==> src/rtl/edge_stamp_pkg.sv <==
package edge_stamp_pkg;
    localparam int STAMP_W   = 24;
    localparam int WORD_W    = 32;
    localparam int DIR_BIT   = 31;

    typedef enum logic [1:0] {
        REG_EVENT  = 2'd0,
        REG_FLAGS  = 2'd1,
        REG_CONFIG = 2'd2,
        REG_QUIET  = 2'd3
    } reg_sel_e;

    typedef enum logic {
        QT_DORMANT  = 1'b0,
        QT_COUNTING = 1'b1
    } quiet_state_e;

    typedef struct packed {
        logic quiet;
        logic fill;
        logic lost;
    } flag_set_t;

    function automatic logic [WORD_W-1:0] pack_event(input logic dir,
                                                     input logic [STAMP_W-1:0] stamp);
        logic [WORD_W-1:0] w;
        w          = '0;
        w[DIR_BIT] = dir;
        w[STAMP_W-1:0] = stamp;
        return w;
    endfunction
endpackage

==> src/rtl/edge_sync_detect.sv <==
module edge_sync_detect #(
    parameter int  STAGES     = 2,
    parameter logic IDLE_LEVEL = 1'b0
) (
    input  logic clk,
    input  logic rst_n,
    input  logic pin_in,
    output logic edge_seen,
    output logic new_level
);
    logic [STAGES:0] chain;

    always_ff @(posedge clk or negedge rst_n) begin
        if (!rst_n) chain[0] <= IDLE_LEVEL;
        else        chain[0] <= pin_in;
    end

    for (genvar i = 1; i <= STAGES; i++) begin : g_stage
        always_ff @(posedge clk or negedge rst_n) begin
            if (!rst_n) chain[i] <= IDLE_LEVEL;
            else        chain[i] <= chain[i-1];
        end
    end

    assign new_level = chain[STAGES-1];
    assign edge_seen = chain[STAGES-1] ^ chain[STAGES];
endmodule

==> src/rtl/stamp_clock.sv <==
module stamp_clock #(
    parameter int CLK_PS  = 8000,
    parameter int TICK_PS = 75000,
    parameter int STAMP_W = 24,
    parameter int DELAY   = 1
) (
    input  logic               clk,
    input  logic               rst_n,
    output logic               tick,
    output logic [STAMP_W-1:0] stamp_aligned
);
    localparam int ACC_W = $clog2(TICK_PS + CLK_PS + 1);

    logic [ACC_W-1:0]   acc;
    logic [ACC_W-1:0]   acc_sum;
    logic [STAMP_W-1:0] stamp_now;
    logic [STAMP_W-1:0] hist [DELAY+1];

    assign acc_sum = acc + ACC_W'(CLK_PS);
    assign tick    = (acc_sum >= ACC_W'(TICK_PS));

    always_ff @(posedge clk or negedge rst_n) begin
        if (!rst_n) begin
            acc       <= '0;
            stamp_now <= '0;
        end else if (tick) begin
            acc       <= acc_sum - ACC_W'(TICK_PS);
            stamp_now <= stamp_now + 1'b1;
        end else begin
            acc       <= acc_sum;
        end
    end

    assign hist[0] = stamp_now;
    for (genvar d = 1; d <= DELAY; d++) begin : g_delay
        always_ff @(posedge clk or negedge rst_n) begin
            if (!rst_n) hist[d] <= '0;
            else        hist[d] <= hist[d-1];
        end
    end

    assign stamp_aligned = hist[DELAY];
endmodule

==> src/rtl/event_queue.sv <==
module event_queue #(
    parameter int DEPTH = 16,
    parameter int W     = 32,
    localparam int PW   = $clog2(DEPTH),
    localparam int CW   = $clog2(DEPTH + 1)
) (
    input  logic          clk,
    input  logic          rst_n,
    input  logic          push,
    input  logic          pop,
    input  logic [W-1:0]  din,
    output logic [W-1:0]  dout,
    output logic [CW-1:0] fill,
    output logic          full,
    output logic          empty
);
    logic [W-1:0]  mem [DEPTH];
    logic [PW-1:0] wptr, rptr;

    assign full  = (fill == CW'(DEPTH));
    assign empty = (fill == '0);
    assign dout  = mem[rptr];

    function automatic logic [PW-1:0] bump(input logic [PW-1:0] p);
        return (p == PW'(DEPTH - 1)) ? '0 : p + 1'b1;
    endfunction

    always_ff @(posedge clk) begin
        if (push) mem[wptr] <= din;
    end

    always_ff @(posedge clk or negedge rst_n) begin
        if (!rst_n) begin
            wptr <= '0;
            rptr <= '0;
            fill <= '0;
        end else begin
            if (push) wptr <= bump(wptr);
            if (pop)  rptr <= bump(rptr);
            unique case ({push, pop})
                2'b10:   fill <= fill + 1'b1;
                2'b01:   fill <= fill - 1'b1;
                default: fill <= fill;
            endcase
        end
    end
endmodule

==> src/rtl/quiet_timer.sv <==
module quiet_timer
    import edge_stamp_pkg::*;
#(
    parameter int CNT_W = 24
) (
    input  logic             clk,
    input  logic             rst_n,
    input  logic             edge_seen,
    input  logic             tick,
    input  logic [CNT_W-1:0] period,
    output logic             expire,
    output quiet_state_e     state
);
    quiet_state_e     state_nx;
    logic [CNT_W-1:0] count, count_nx;
    logic [CNT_W-1:0] limit;

    assign limit = (period == '0) ? CNT_W'(1) : period;

    always_ff @(posedge clk or negedge rst_n) begin
        if (!rst_n) begin
            state <= QT_DORMANT;
            count <= '0;
        end else begin
            state <= state_nx;
            count <= count_nx;
        end
    end

    always_comb begin
        state_nx = state;
        count_nx = count;
        expire   = 1'b0;
        unique case (state)
            QT_DORMANT: begin
                if (edge_seen) begin
                    state_nx = QT_COUNTING;
                    count_nx = '0;
                end
            end
            QT_COUNTING: begin
                if (edge_seen) begin
                    count_nx = '0;
                end else if (tick) begin
                    if (count + 1'b1 >= limit) begin
                        state_nx = QT_DORMANT;
                        count_nx = '0;
                        expire   = 1'b1;
                    end else begin
                        count_nx = count + 1'b1;
                    end
                end
            end
            default: state_nx = QT_DORMANT;
        endcase
    end
endmodule

==> src/rtl/edge_stamp_top.sv <==
module edge_stamp_top
    import edge_stamp_pkg::*;
#(
    parameter int   CLK_PS        = 8000,
    parameter int   TICK_PS       = 75000,
    parameter int   DEPTH         = 16,
    parameter int   SYNC_STAGES   = 2,
    parameter logic PIN_IDLE      = 1'b0,
    parameter int   QUIET_DEFAULT = 20
) (
    input  logic        clk,
    input  logic        rst_n,
    input  logic        pin_in,
    input  logic        reg_wr,
    input  logic        reg_rd,
    input  logic [1:0]  reg_addr,
    input  logic [31:0] reg_wdata,
    output logic [31:0] reg_rdata,
    output logic        irq
);
    localparam int CW = $clog2(DEPTH + 1);

    logic               edge_seen, new_level, tick, expire;
    logic [STAMP_W-1:0] stamp;
    logic [WORD_W-1:0]  q_dout;
    logic [CW-1:0]      fill, fill_after;
    logic               full, empty, push, pop;
    quiet_state_e       qstate;

    flag_set_t          flags, flag_set, flag_en;
    logic [CW-1:0]      fill_level;
    logic [STAMP_W-1:0] quiet_period;

    edge_sync_detect #(.STAGES(SYNC_STAGES), .IDLE_LEVEL(PIN_IDLE)) u_sync (
        .clk(clk), .rst_n(rst_n), .pin_in(pin_in),
        .edge_seen(edge_seen), .new_level(new_level)
    );

    stamp_clock #(.CLK_PS(CLK_PS), .TICK_PS(TICK_PS), .STAMP_W(STAMP_W),
                  .DELAY(SYNC_STAGES - 1)) u_clock (
        .clk(clk), .rst_n(rst_n), .tick(tick), .stamp_aligned(stamp)
    );

    assign pop  = reg_rd && (reg_addr == REG_EVENT) && !empty;
    assign push = edge_seen && (!full || pop);

    event_queue #(.DEPTH(DEPTH), .W(WORD_W)) u_queue (
        .clk(clk), .rst_n(rst_n), .push(push), .pop(pop),
        .din(pack_event(new_level, stamp)), .dout(q_dout),
        .fill(fill), .full(full), .empty(empty)
    );

    quiet_timer #(.CNT_W(STAMP_W)) u_quiet (
        .clk(clk), .rst_n(rst_n), .edge_seen(edge_seen), .tick(tick),
        .period(quiet_period), .expire(expire), .state(qstate)
    );

    assign fill_after     = fill + CW'(push) - CW'(pop);
    assign flag_set.quiet = expire;
    assign flag_set.fill  = push && (fill_level != '0) && (fill_after >= fill_level);
    assign flag_set.lost  = edge_seen && !push;

    always_ff @(posedge clk or negedge rst_n) begin
        if (!rst_n) begin
            flags        <= '0;
            flag_en      <= '0;
            fill_level   <= '0;
            quiet_period <= STAMP_W'(QUIET_DEFAULT);
        end else begin
            if (reg_wr && reg_addr == REG_FLAGS)
                flags <= (flags & ~flag_set_t'({reg_wdata[0], reg_wdata[1], reg_wdata[2]}))
                         | flag_set;
            else
                flags <= flags | flag_set;
            if (reg_wr && reg_addr == REG_CONFIG) begin
                flag_en    <= flag_set_t'({reg_wdata[0], reg_wdata[1], reg_wdata[2]});
                fill_level <= reg_wdata[16 +: CW];
            end
            if (reg_wr && reg_addr == REG_QUIET)
                quiet_period <= reg_wdata[STAMP_W-1:0];
        end
    end

    always_comb begin
        reg_rdata = '0;
        unique case (reg_sel_e'(reg_addr))
            REG_EVENT:  reg_rdata = empty ? '0 : q_dout;
            REG_FLAGS: begin
                reg_rdata[0]         = flags.quiet;
                reg_rdata[1]         = flags.fill;
                reg_rdata[2]         = flags.lost;
                reg_rdata[8 +: CW]   = fill;
            end
            REG_CONFIG: begin
                reg_rdata[0]         = flag_en.quiet;
                reg_rdata[1]         = flag_en.fill;
                reg_rdata[2]         = flag_en.lost;
                reg_rdata[16 +: CW]  = fill_level;
            end
            REG_QUIET:  reg_rdata[STAMP_W-1:0] = quiet_period;
            default:    reg_rdata = '0;
        endcase
    end

    assign irq = |(flags & flag_en);
endmodule

==> config.mk <==
export PLATFORM = sky130hd
export DESIGN_NAME = edge_stamp_top
export DESIGN_NICKNAME = d
export VERILOG_FILES = /design/src/rtl/edge_stamp_pkg.sv /design/src/rtl/edge_sync_detect.sv /design/src/rtl/stamp_clock.sv /design/src/rtl/event_queue.sv /design/src/rtl/quiet_timer.sv /design/src/rtl/edge_stamp_top.sv
export SDC_FILE = /design/constraint.sdc
export NUM_CORES = 1
export LEC_CHECK = 0
export BUFFER_PORTS_ARGS = -buffer_cell sky130_fd_sc_hd__buf_2
export CORE_UTILIZATION = 50
export DETAILED_ROUTE_END_ITERATION = 6
export PLACE_DENSITY_LB_ADDON = 0.2
export SLEW_MARGIN = 20
export SYNTH_ARGS = -nofsm -noshare
export SYNTH_HDL_FRONTEND = slang
export SYNTH_HIERARCHICAL = 1
export SYNTH_SLANG_ARGS = --single-unit
==> constraint.sdc <==
create_clock -name clk -period 5 [get_ports clk]
set_clock_uncertainty 0.2 [all_clocks]
set_input_delay 0.5 -clock clk [delete_from_list [all_inputs] [get_ports clk]]
set_output_delay 0.5 -clock clk [all_outputs]
set_load 0.005 [all_outputs]
==> summary.md, run 1 <==
| Metric | Value |
|---|---|
| Worst R2R Start | `u_quiet/count[9]` |
| Layout cells sized above 1 | `0.225` |
| Int Power | `10800 uW` |
| Worst Slack Setup Final | `0.863 ns` |
| WHS Endpoint | `flags[0]` |
| Area delta synth->final | `15.2%` |
| CP Data Required Time | `4.30 ns` |
| WL per Instance | `23.8 um` |
| Slew at the pin closest to its max-slew limit | `1.15 ns` |
| Main synth FF type | `edfxtp_1` |
| DRC viols | `0` |
| Post-synthesis register bit count | `650` |
| Crit Path Category | `reg -> out` |
| Clock transition at the registers of the reported paths | `0.06 ns` |
| Initial DRT Pass Iterations | `7` |
| # nets final | `1915` |
| Vias in the first global route | `15185` |
| Reg area | `18800 um2` |
| PortBufs | `63` |
| Setup Fix Bufs, Post-CTS | `0` |
| Max-cap violation count | `0` |
| Most instantiated cells after synthesis | `512 x edfxtp_1, 136 x dfrtp_1, 128 x mux4_2, 79 x nor2_1, 64 x o22ai_1` |
| Synth Instances | `1589` |
| Vert. Die Dim | `236 um` |
| Clk pwr share | `0.331` |
| Synth top area share | `0.564` |
| Combinational power share | `0.231` |
| CTS HTree Levels | `3` |
| Starting DRT DRC Count | `1311` |
| Min-delay worst type | `in -> reg` |
| Post-synth EDFFs | `512` |
| Sw Pwr | `4570 uW` |
| Root Buffer | `clkbuf_16` |
| Final wirelength | `61300 um` |
| Synth area leaders | `edfxtp_1 56%, dfrtp_1 12%, mux4_2 11%` |
| Nature of the critical path endpoint | `output port` |
| Layout fillers | `4037` |
| Die Area | `55500 um2` |
| Crit start category | `flop` |
| Setup repair after global routing missed its margin | `no` |
| Slew Limit Headroom | `0.234` |
| Multi-input logic area | `8290 um2` |
| Synth Warn # | `6` |
| Die width | `236 um` |
| Clock tree buffer depth | `3` |
| Grt ovf | `0` |
| Hold wc startpoint | `reg_wr` |
| DR vias | `15085` |
| Critical path peak fanout | `44` |
| Sum Neg Setup Slack | `0 ns` |
| Skew-Pair Late Insertion Delay | `0.60 ns` |
| Placed cell areas | `28900 um2` |
| PnR Total Power | `15400 uW` |
| Utilization after layout | `0.584` |
| Post-Syn Area | `27300 um2` |
| Final Cell Area | `31400 um2` |
| Leakage | `0.0114 uW` |
| Antenna violations before repair | `0` |
| Worst R2R Setup Slack | `0.92 ns` |
| Synth cell types | `74` |
| Final antenna-violating net count | `0` |
| Inserted Clock Buffers | `69` |
| Sw Ratio | `0.297` |
| # setup viols final | `0` |
| First-pass GRT wire length | `93300 um` |
| Core ar. | `53800 um2` |
| Final Cycle Share | `0.827` |
| Hold depth | `3` |
| I/O pins | `72` |
| Diodes inserted | `0` |
| Post-DP HPWL | `36300 um` |
| Dpl ws | `0.953 ns` |
| Final Hold Fails | `0` |
| Cells on worst reg2reg path | `12` |
| Post-synth top area cell | `edfxtp_1` |
| Worst path arrival time | `3.44 ns` |
| FMAX | `242 MHz` |
| Count leader, synth | `edfxtp_1` |
| Slew Limit Fails | `0` |
| FF-to-FF End | `u_quiet/count[21]` |
| Flop pwr share | `0.438` |
| RePlAce Congestion | `0.819` |
| CTS tree | `built` |
| Syn_area_per_cell | `17.2 um2` |
| Cell row count | `85` |
| Period minus WS final | `4.14 ns` |
| Post-synthesis sequential area ratio | `0.691` |
| Power per standard cell area | `489 nW/um2` |
| Clock sink count | `650` |
| Pin count of the biggest net entering global routing | `66` |
| Post-synth ARST share | `0.212` |
| Status | `complete, no violations` |
| Vias/cell | `5.87` |
| Worst vdd ir | `408 uV` |
| GRT Util Overall | `0.227` |
| Initial Util | `0.507` |
==> area by class of cell <==
class,instances,area share
repair buffers,127,0.0298
inverters,49,0.00586
well taps,696,0.0277
clock buffers,86,0.0586
multi-input cells,923,0.264
clock inverters,41,0.0142
flip-flops and latches,650,0.600
==> flip-flops by register name, summed over array words and instances (netlist names), 4 cells and up <==
register / flops
quiet_period: 24
u_queue/rptr: 4
u_quiet/count: 24
u_queue/fill: 5
u_queue/wptr: 4
u_clock/stamp_aligned: 24
fill_level: 5
u_queue/mem: 512
u_clock/acc: 14
u_clock/stamp_now: 24
==> critical path, stage by stage, from the launching register on <==
cell	delay, ns
dfrtp_4	0.73
buf_4	0.65
mux4_2	0.41
o22ai_1	0.20
nor2_1	0.17
a222oi_1	0.40
nor2_1	0.07
buf_2	0.14
==> through the flow <==
stage	hold WS (ns)	instances
after global placement	0.132	2417
after floorplan	0.00441	1700
after detailed placement	0.135	2419
after global routing	0.0791	2572
final	0.0750	2572
after CTS	0.0392	2572
==> how the worst max path moves through the flow <==
| stage | from | to | slack, ns | depth (start not counted) |
|---|---|---|---|---|
| 6_report | u_queue/rptr[2] | reg_rdata[18] | 0.86 | 7 |
| 3_5_place_dp | u_quiet/count[9] | u_quiet/count[21] | 0.95 | 12 |
| 5_1_grt | u_quiet/count[9] | u_quiet/count[13] | 0.63 | 12 |
| 4_1_cts | u_queue/rptr[2] | reg_rdata[3] | 0.83 | 7 |
| 2_1_floorplan | u_queue/fill[2] | u_queue/mem[8][0] | 0.55 | 11 |
| 3_3_place_gp | u_quiet/count[10] | u_quiet/count[21] | 1.04 | 12 |
==> layer usage <==
layer / global-route usage / vias up / part of all wire
li1: - / 6661 / -
met1: 0.319 / 7829 / 0.43
met2: 0.361 / 513 / 0.48
met3: 0.0448 / 82 / 0.073
met4: 0.0701 / 0 / 0.020
met5: 0 / - / 0
==> cells by family (layout without fill, tap and decap cells) <==
kind of cell | Yosys count | in the layout | share of synthesized area
flops | 650 | 650 | 0.691
simple gates | 321 | 321 | 0.0624
compound gates | 197 | 197 | 0.0511
mux | 166 | 166 | 0.124
buf+inv | 127 | 303 | 0.0229
xor+xnor | 71 | 71 | 0.0228
fa+ha+maj | 56 | 56 | 0.0260
other cells | 1 | 112 | 0.000138
==> cell usage in the layout, fill, tap and decap left out, drive strengths merged, types with 3 or more instances in the layout <==
cell type,count
nand3,43
nand3b,4
and2,22
a22oi,12
nand4,18
dlygate4sd3,26
o31ai,3
or2,9
and3,29
mux2,36
a21oi,23
a32o,13
a21o,6
edfxtp,512
xor2,19
clkbuf,86
a222oi,14
mux4,128
clkinvlp,4
dfrtp,136
o22ai,64
nor4,10
inv,52
nor2,79
ha,55
a31oi,11
conb,112
xnor2,52
buf,101
nor3,11
and4,10
bufinv,6
nand2,65
o21ai,27
clkinv,28
nand2b,3
nor2b,7
o211ai,10
==> power groups by stage <==
stage | logic [uW] | registers (uW) | clock network [uW]
5_1_grt | 3830 | 6780 | 5410
3_5_place_dp | 3550 | 6840 | 0
6_report | 3560 | 6730 | 5080
4_1_cts | 3570 | 6730 | 5200
2_1_floorplan | 2490 | 6580 | 0
3_3_place_gp | 3500 | 6810 | 0
==> repair_timing <==
action | 4_1_cts | 5_1_grt
resized for setup | 0 | 0
endpoints found under the hold margin | 94 | 0
hold buffers | 26 | 0
(Power assumes the default switching activity.)
==> inputs of run 2 (changes only) <==
clock period = 3.9 ns   (was 5 ns; I/O delays follow)
==> summary.md, run 2 (same netlist as run 1, synthesis figures left out) <==
| Metric | Value |
|---|---|
| Slew Limit Fails | `0 (unchanged)` |
| First-pass GRT wire length | `93100 um (-0.26%)` |
| RePlAce Congestion | `0.856 (+4.5%)` |
| Crit-path slowest cell | `dfrtp_1` |
| Layout fillers | `3960 (-1.9%)` |
| Worst-path cell chain | `nand4_1 -> nor3_2 -> and2_1 -> nand3_1 -> xnor2_1 -> ha_1 -> nand4_2 -> nor4_4 -> a22oi_2 -> and3_2 -> buf_4 -> a32o_1` |
| Sum Neg Setup Slack | `0 ns (unchanged)` |
| Max reg flops | `512 (unchanged)` |
| Pin count of the biggest net entering global routing | `128 (+94%)` |
| Commonest non-fill, non-tap cell in the layout | `edfxtp_1` |
| Commonest non-fill, non-tap cells in the layout | `512 x edfxtp_1, 133 x dfrtp_1, 128 x mux4_2` |
| Final wirelength | `60700 um (-1.0%)` |
| Grt ovf | `0 (unchanged)` |
| Period minus WS final | `3.70 ns` |
| Inserted Clock Buffers | `70 (+1.4%)` |
| DR vias | `15100 (+0.099%)` |
| Metal2 WL | `29600 um (+0.74%)` |
| CTS HTree Levels | `3 (unchanged)` |
| Dpl ws | `0.0909 ns (-0.862 ns)` |
| Slew at the pin closest to its max-slew limit | `0.895 ns (-0.254 ns)` |
| Diodes inserted | `0 (unchanged)` |
| Antenna violations before repair | `1 (+1)` |
| Status | `complete, no violations` |
| Final Cell Area | `31900 um2 (+1.4%)` |
| Worst R2R Setup Slack | `0.20 ns (-0.72 ns)` |
| Clock tree buffer depth | `3 (unchanged)` |
| Slew Limit Headroom | `0.402 (+0.168)` |
| Crit start category | `flop` |
| Vias in the first global route | `15530 (+2.3%)` |
| Metal-1 WL | `25600 um (-2.2%)` |
| Largest reg by FF count | `u_queue/mem` |
| Final Hold Fails | `0 (unchanged)` |
| CTS tree | `built` |
| Multi-input logic area | `8300 um2 (about the same)` |
| Setup repair after global routing missed its margin | `no` |
| Max-cap violation count | `0 (unchanged)` |
| Die Area | `55500 um2 (unchanged)` |
| FMAX | `270 MHz` |
| Vert. Die Dim | `236 um (unchanged)` |
| Vias/cell | `5.81 (-0.94%)` |
| Clock sink count | `650 (unchanged)` |
| CP Data Required Time | `4.17 ns (-0.13 ns)` |
| Root Buffer | `clkbuf_16` |
| Min-delay worst type | `in -> reg` |
| DRC viols | `0 (unchanged)` |
| Critical path peak fanout | `14 (-68%)` |
| Clock transition at the registers of the reported paths | `0.06 ns (about the same)` |
| # setup viols final | `0 (unchanged)` |
| Placed cell areas | `29200 um2 (+1.2%)` |
| Leakage | `0.0115 uW (+1.7%)` |
| WL per Instance | `23.3 um (-2.0%)` |
| # nets final | `1943 (+1.5%)` |
| Utilization after layout | `0.592 (+0.00816)` |
| Max incr delay on CP | `0.44 ns (-0.29 ns)` |
| Initial DRT Pass Iterations | `6 (-1)` |
| Cell row count | `85 (unchanged)` |
| Final Cycle Share | `0.949` |
| Final hold slack | `0.0469 ns (-0.0281 ns)` |
| Post-DP HPWL | `36600 um (+0.77%)` |
| Crit Path Category | `reg -> reg` |
| Worst vdd ir | `478 uV (+17%)` |
| Area delta synth->final | `16.8%` |
| Skew-Pair Late Insertion Delay | `0.59 ns (about the same)` |
| Power per standard cell area | `627 nW/um2 (+28%)` |
| I/O pins | `72 (unchanged)` |
| PortBufs | `63 (unchanged)` |
| Worst Slack Setup Final | `0.197 ns (-0.666 ns)` |
| Highest routed metal layer | `met4` |
| Layout cells sized above 1 | `0.233 (+0.00784)` |
| Initial Util | `0.507 (unchanged)` |
| Die width | `236 um (unchanged)` |
| Reg area | `18800 um2 (unchanged)` |
| GRT Util Overall | `0.225 (-0.00195)` |
| Routed wl met3 | `4190 um (-6.8%)` |
| Final antenna-violating net count | `0 (unchanged)` |
| Nature of the critical path endpoint | `flop` |
| Worst path arrival time | `3.98 ns (+0.54 ns)` |
| Core ar. | `53800 um2 (unchanged)` |
| Starting DRT DRC Count | `1393 (+6.3%)` |
==> run 2: cell type report <==
class | instances | area share
Clock buffer | 93 | 0.0606
Clock inverter | 34 | 0.0125
Inverter | 49 | 0.00577
Multi-Input combinational cell | 923 | 0.260
Sequential cell | 650 | 0.592
Tap cell | 696 | 0.0273
Timing Repair Buffer | 154 | 0.0418
==> run 2: final timing paths <==
| kind | start | to | cells past startpoint |
|---|---|---|---|
| setup / recovery | u_quiet/count[2] | u_quiet/count[7] | 12 |
| hold / removal | reg_rd | flags[0] | 3 |
| setup reg to reg | u_quiet/count[2] | u_quiet/count[7] | 12 |
| hold reg to reg | u_sync/chain[0] | u_sync/new_level | 0 |
| max in group asynchronous | rst_n | u_queue/fill[0] | 3 |
| min in group asynchronous | rst_n | u_queue/fill[4] | 3 |
==> run 2: repair_timing <==
item                                   CTS  global route
endpoints found under the hold margin  172             0
gates resized for setup                  0             2
hold buffers                            28             0
setup buffers                            0             2
setup endpoints to repair                0            21
==> run 2: power by group <==
group | leakage (uW) | total, uW | internal (uW) | switching (uW)
combinational | 0.00410 | 4860 | 2070 | 2790
clock | 0.00113 | 6630 | 4020 | 2610
sequential | 0.00631 | 8470 | 8140 | 335
==> run 2: metrics by stage <==
stage | total power (uW) | cells
6_report | 20000 | 2599
5_1_grt | 20800 | 2599
4_1_cts | 20100 | 2597
3_5_place_dp | 13400 | 2442
3_3_place_gp | 13300 | 2442
2_1_floorplan | 11600 | 1700
==> run 2: critical path, delay by kind of cell (launching register included) <==
| kind | cells | cell delay [ns] |
|---|---|---|
| AND/OR/NAND/NOR | 7 | 1.81 |
| flip-flops | 1 | 0.44 |
| AO/OA/AOI/OAI | 2 | 0.43 |
| adder cells (fa/ha/maj) | 1 | 0.32 |
| buffers and inverters | 1 | 0.21 |
| XOR/XNOR | 1 | 0.17 |
==> run 2: layer usage <==
metal	vias up	track usage
met5	-	0
met4	0	0.0703
met3	88	0.0453
met2	458	0.364
met1	7839	0.310
li1	6715	-
==> inputs of run 3 (changes only) <==
CELL_PAD_IN_SITES_DETAIL_PLACEMENT = 1   (was default)
CELL_PAD_IN_SITES_GLOBAL_PLACEMENT = 2   (was default)
CORE_UTILIZATION = 48   (was 50)
==> summary.md, run 3 (same netlist as run 1, synthesis figures left out) <==
| Metric | Value |
|---|---|
| Crit start category | `flop` |
| Final hold slack | `0.0341 ns (-0.0128 ns)` |
| CTS tree | `built` |
| Delay-heaviest family, CP | `buffers and inverters` |
| WL per Instance | `25.3 um (+8.4%)` |
| Skew-Pair Late Insertion Delay | `0.61 ns (+0.02 ns)` |
| Worst-path cell chain | `buf_8 -> buf_4 -> mux4_2 -> o22ai_1 -> nor2_1 -> a222oi_1 -> nor2_1 -> buf_2` |
| Flop pwr share | `0.431 (+0.007)` |
| Slew Limit Headroom | `0.416 (+0.0144)` |
| Vert. Die Dim | `240 um (+2.0%)` |
| Clk pwr share | `0.323 (-0.009)` |
| Commonest non-fill, non-tap cell in the layout | `edfxtp_1` |
| WP buf/inv | `3 (+2)` |
| # nets final | `1947 (+0.21%)` |
| Initial DRT Pass Iterations | `6 (unchanged)` |
| Max reg flops | `512 (unchanged)` |
| Initial Util | `0.490 (-0.0165)` |
| Sw Pwr | `5870 uW (+2.4%)` |
| Worst Slack Setup Final | `0.154 ns (-0.0430 ns)` |
| Utilization after layout | `0.572 (-0.0195)` |
| Worst path arrival time | `3.16 ns (-0.82 ns)` |
| CP Data Required Time | `3.31 ns (-0.86 ns)` |
| Antenna violations before repair | `0 (-1)` |
| Period minus WS final | `3.75 ns (+0.0430 ns)` |
| # setup viols final | `0 (unchanged)` |
| Die width | `240 um (+2.0%)` |
| Root Buffer | `clkbuf_16` |
| Final wirelength | `67200 um (+11%)` |
| Nature of the critical path endpoint | `output port` |
| Layout cells sized above 1 | `0.232 (-0.000488)` |
| Crit-path slowest cell | `dfrtp_4` |
| DR vias | `15267 (+1.1%)` |
| I/O pins | `72 (unchanged)` |
| Power per standard cell area | `621 nW/um2 (-0.94%)` |
| Diodes inserted | `0 (unchanged)` |
| Core ar. | `55600 um2 (+3.4%)` |
| Clock sink count | `650 (unchanged)` |
| Final Cell Area | `31800 um2 (about the same)` |
| Cell row count | `86 (+1.2%)` |
| Leakage | `0.0115 uW (-0.15%)` |
| Max-cap violation count | `0 (unchanged)` |
| Post-DP HPWL | `41400 um (+13%)` |
| RePlAce Congestion | `0.812 (-5.1%)` |
| Die Area | `57800 um2 (+4.1%)` |
| Worst vdd ir | `379 uV (-21%)` |
| Inserted Clock Buffers | `69 (-1.4%)` |
| Pin count of the biggest net entering global routing | `82 (-36%)` |
| Clock tree buffer depth | `3 (unchanged)` |
| Multi-input logic area | `8300 um2 (about the same)` |
| Dpl ws | `0.169 ns (+0.0780 ns)` |
| Int Power | `13900 uW (-2.3%)` |
| Slew at the pin closest to its max-slew limit | `0.876 ns (-0.0196 ns)` |
| Max incr delay on CP | `0.63 ns (+0.19 ns)` |
| Vias in the first global route | `16342 (+5.2%)` |
| Crit Path Category | `reg -> out` |
| GRT Util Overall | `0.242 (+0.0165)` |
| Reg area | `18800 um2 (unchanged)` |
| Area delta synth->final | `16.8% (about the same)` |
| Final antenna-violating net count | `0 (unchanged)` |
| Placed cell areas | `29300 um2 (+0.27%)` |
| PortBufs | `63 (unchanged)` |
| Grt ovf | `0 (unchanged)` |
| Slew Limit Fails | `0 (unchanged)` |
| Layout fillers | `5123 (+29%)` |
| CTS HTree Levels | `3 (unchanged)` |
| Starting DRT DRC Count | `1144 (-18%)` |
| Status | `complete, no violations` |
| Critical path peak fanout | `25 (+11)` |
| Vias/cell | `5.75 (-1.0%)` |
| Min-delay worst type | `in -> reg` |
| Most used cell along the critical path | `nor2_1` |
| DRC viols | `0 (unchanged)` |
| Sw Ratio | `0.297 (+0.00964)` |
| Final Hold Fails | `0 (unchanged)` |
| FMAX | `267 MHz (-1.1%)` |
| Final Cycle Share | `0.960 (+0.0110)` |
| Clock transition at the registers of the reported paths | `0.06 ns (about the same)` |
| First-pass GRT wire length | `102000 um (+9.1%)` |
| Largest reg by FF count | `u_queue/mem` |
| Commonest non-fill, non-tap cells in the layout | `512 x edfxtp_1, 133 x dfrtp_1, 128 x mux4_2` |
| Setup repair after global routing missed its margin | `yes` |
| Combinational power share | `0.246 (+0.003)` |
==> run 3: per-stage QoR <==
step	TNS [ns]	power, uW	cells
after detailed placement	0	13500	2496
after global placement	0	13300	2496
after CTS	0	20000	2650
after global routing	-0.0156	20600	2655
final	0	19800	2655
after floorplan	-35.49	11600	1700
==> run 3: final timing paths <==
kind / slack (ns) / end / startpoint / depth (start not counted)
min in group asynchronous: 0.22 / u_sync/new_level / rst_n / 2
hold reg to reg: 0.16 / u_sync/new_level / u_sync/chain[0] / 0
max in group asynchronous: 2.37 / u_clock/acc[8] / rst_n / 3
setup / recovery: 0.15 / reg_rdata[11] / u_queue/rptr[1] / 8
setup reg to reg: 0.28 / u_quiet/count[13] / u_quiet/count[2] / 14
hold / removal: 0.03 / flags[0] / reg_rd / 3
==> run 3: power groups by stage <==
stage,Combinational [uW],Clock [uW],Sequential [uW]
after global placement,4700,0,8620
after detailed placement,4780,0,8680
final,4870,6380,8520
after CTS,4910,6540,8520
after global routing,5260,6760,8580
after floorplan,3190,0,8440
==> run 3: cell type report <==
| type | count | area share |
|---|---|---|
| Sequential cell | 650 | 0.592 |
| Clock inverter | 26 | 0.00739 |
| Inverter | 49 | 0.00578 |
| Clock buffer | 100 | 0.0618 |
| Multi-Input combinational cell | 923 | 0.261 |
| Tap cell | 748 | 0.0294 |
| Timing Repair Buffer | 159 | 0.0432 |
==> run 3: per-layer routing <==
layer	routed length, um	track usage	up-vias	part of all wire
met1	29200	0.332	8088	0.43
met5	0	0	-	0
met2	33300	0.405	378	0.50
li1	-	-	6710	-
met4	1200	0.0641	0	0.018
met3	3490	0.0352	91	0.052
==> run 3: tightest hold or removal path, delay by kind of cell <==
| family | cells | cell delay, ns |
|---|---|---|
| compound gates | 1 | 0.17 |
| simple gates | 1 | 0.14 |
| buf+inv | 1 | 0.10 |
==> run 3: timing repair <==
item	in CTS	in global routing
setup buffers	1	5
hold endpoints to repair	113	0
hold buffers	27	0
pin swaps	0	3
resized for setup	2	2
gates cloned	0	0
setup endpoints to repair	8	18
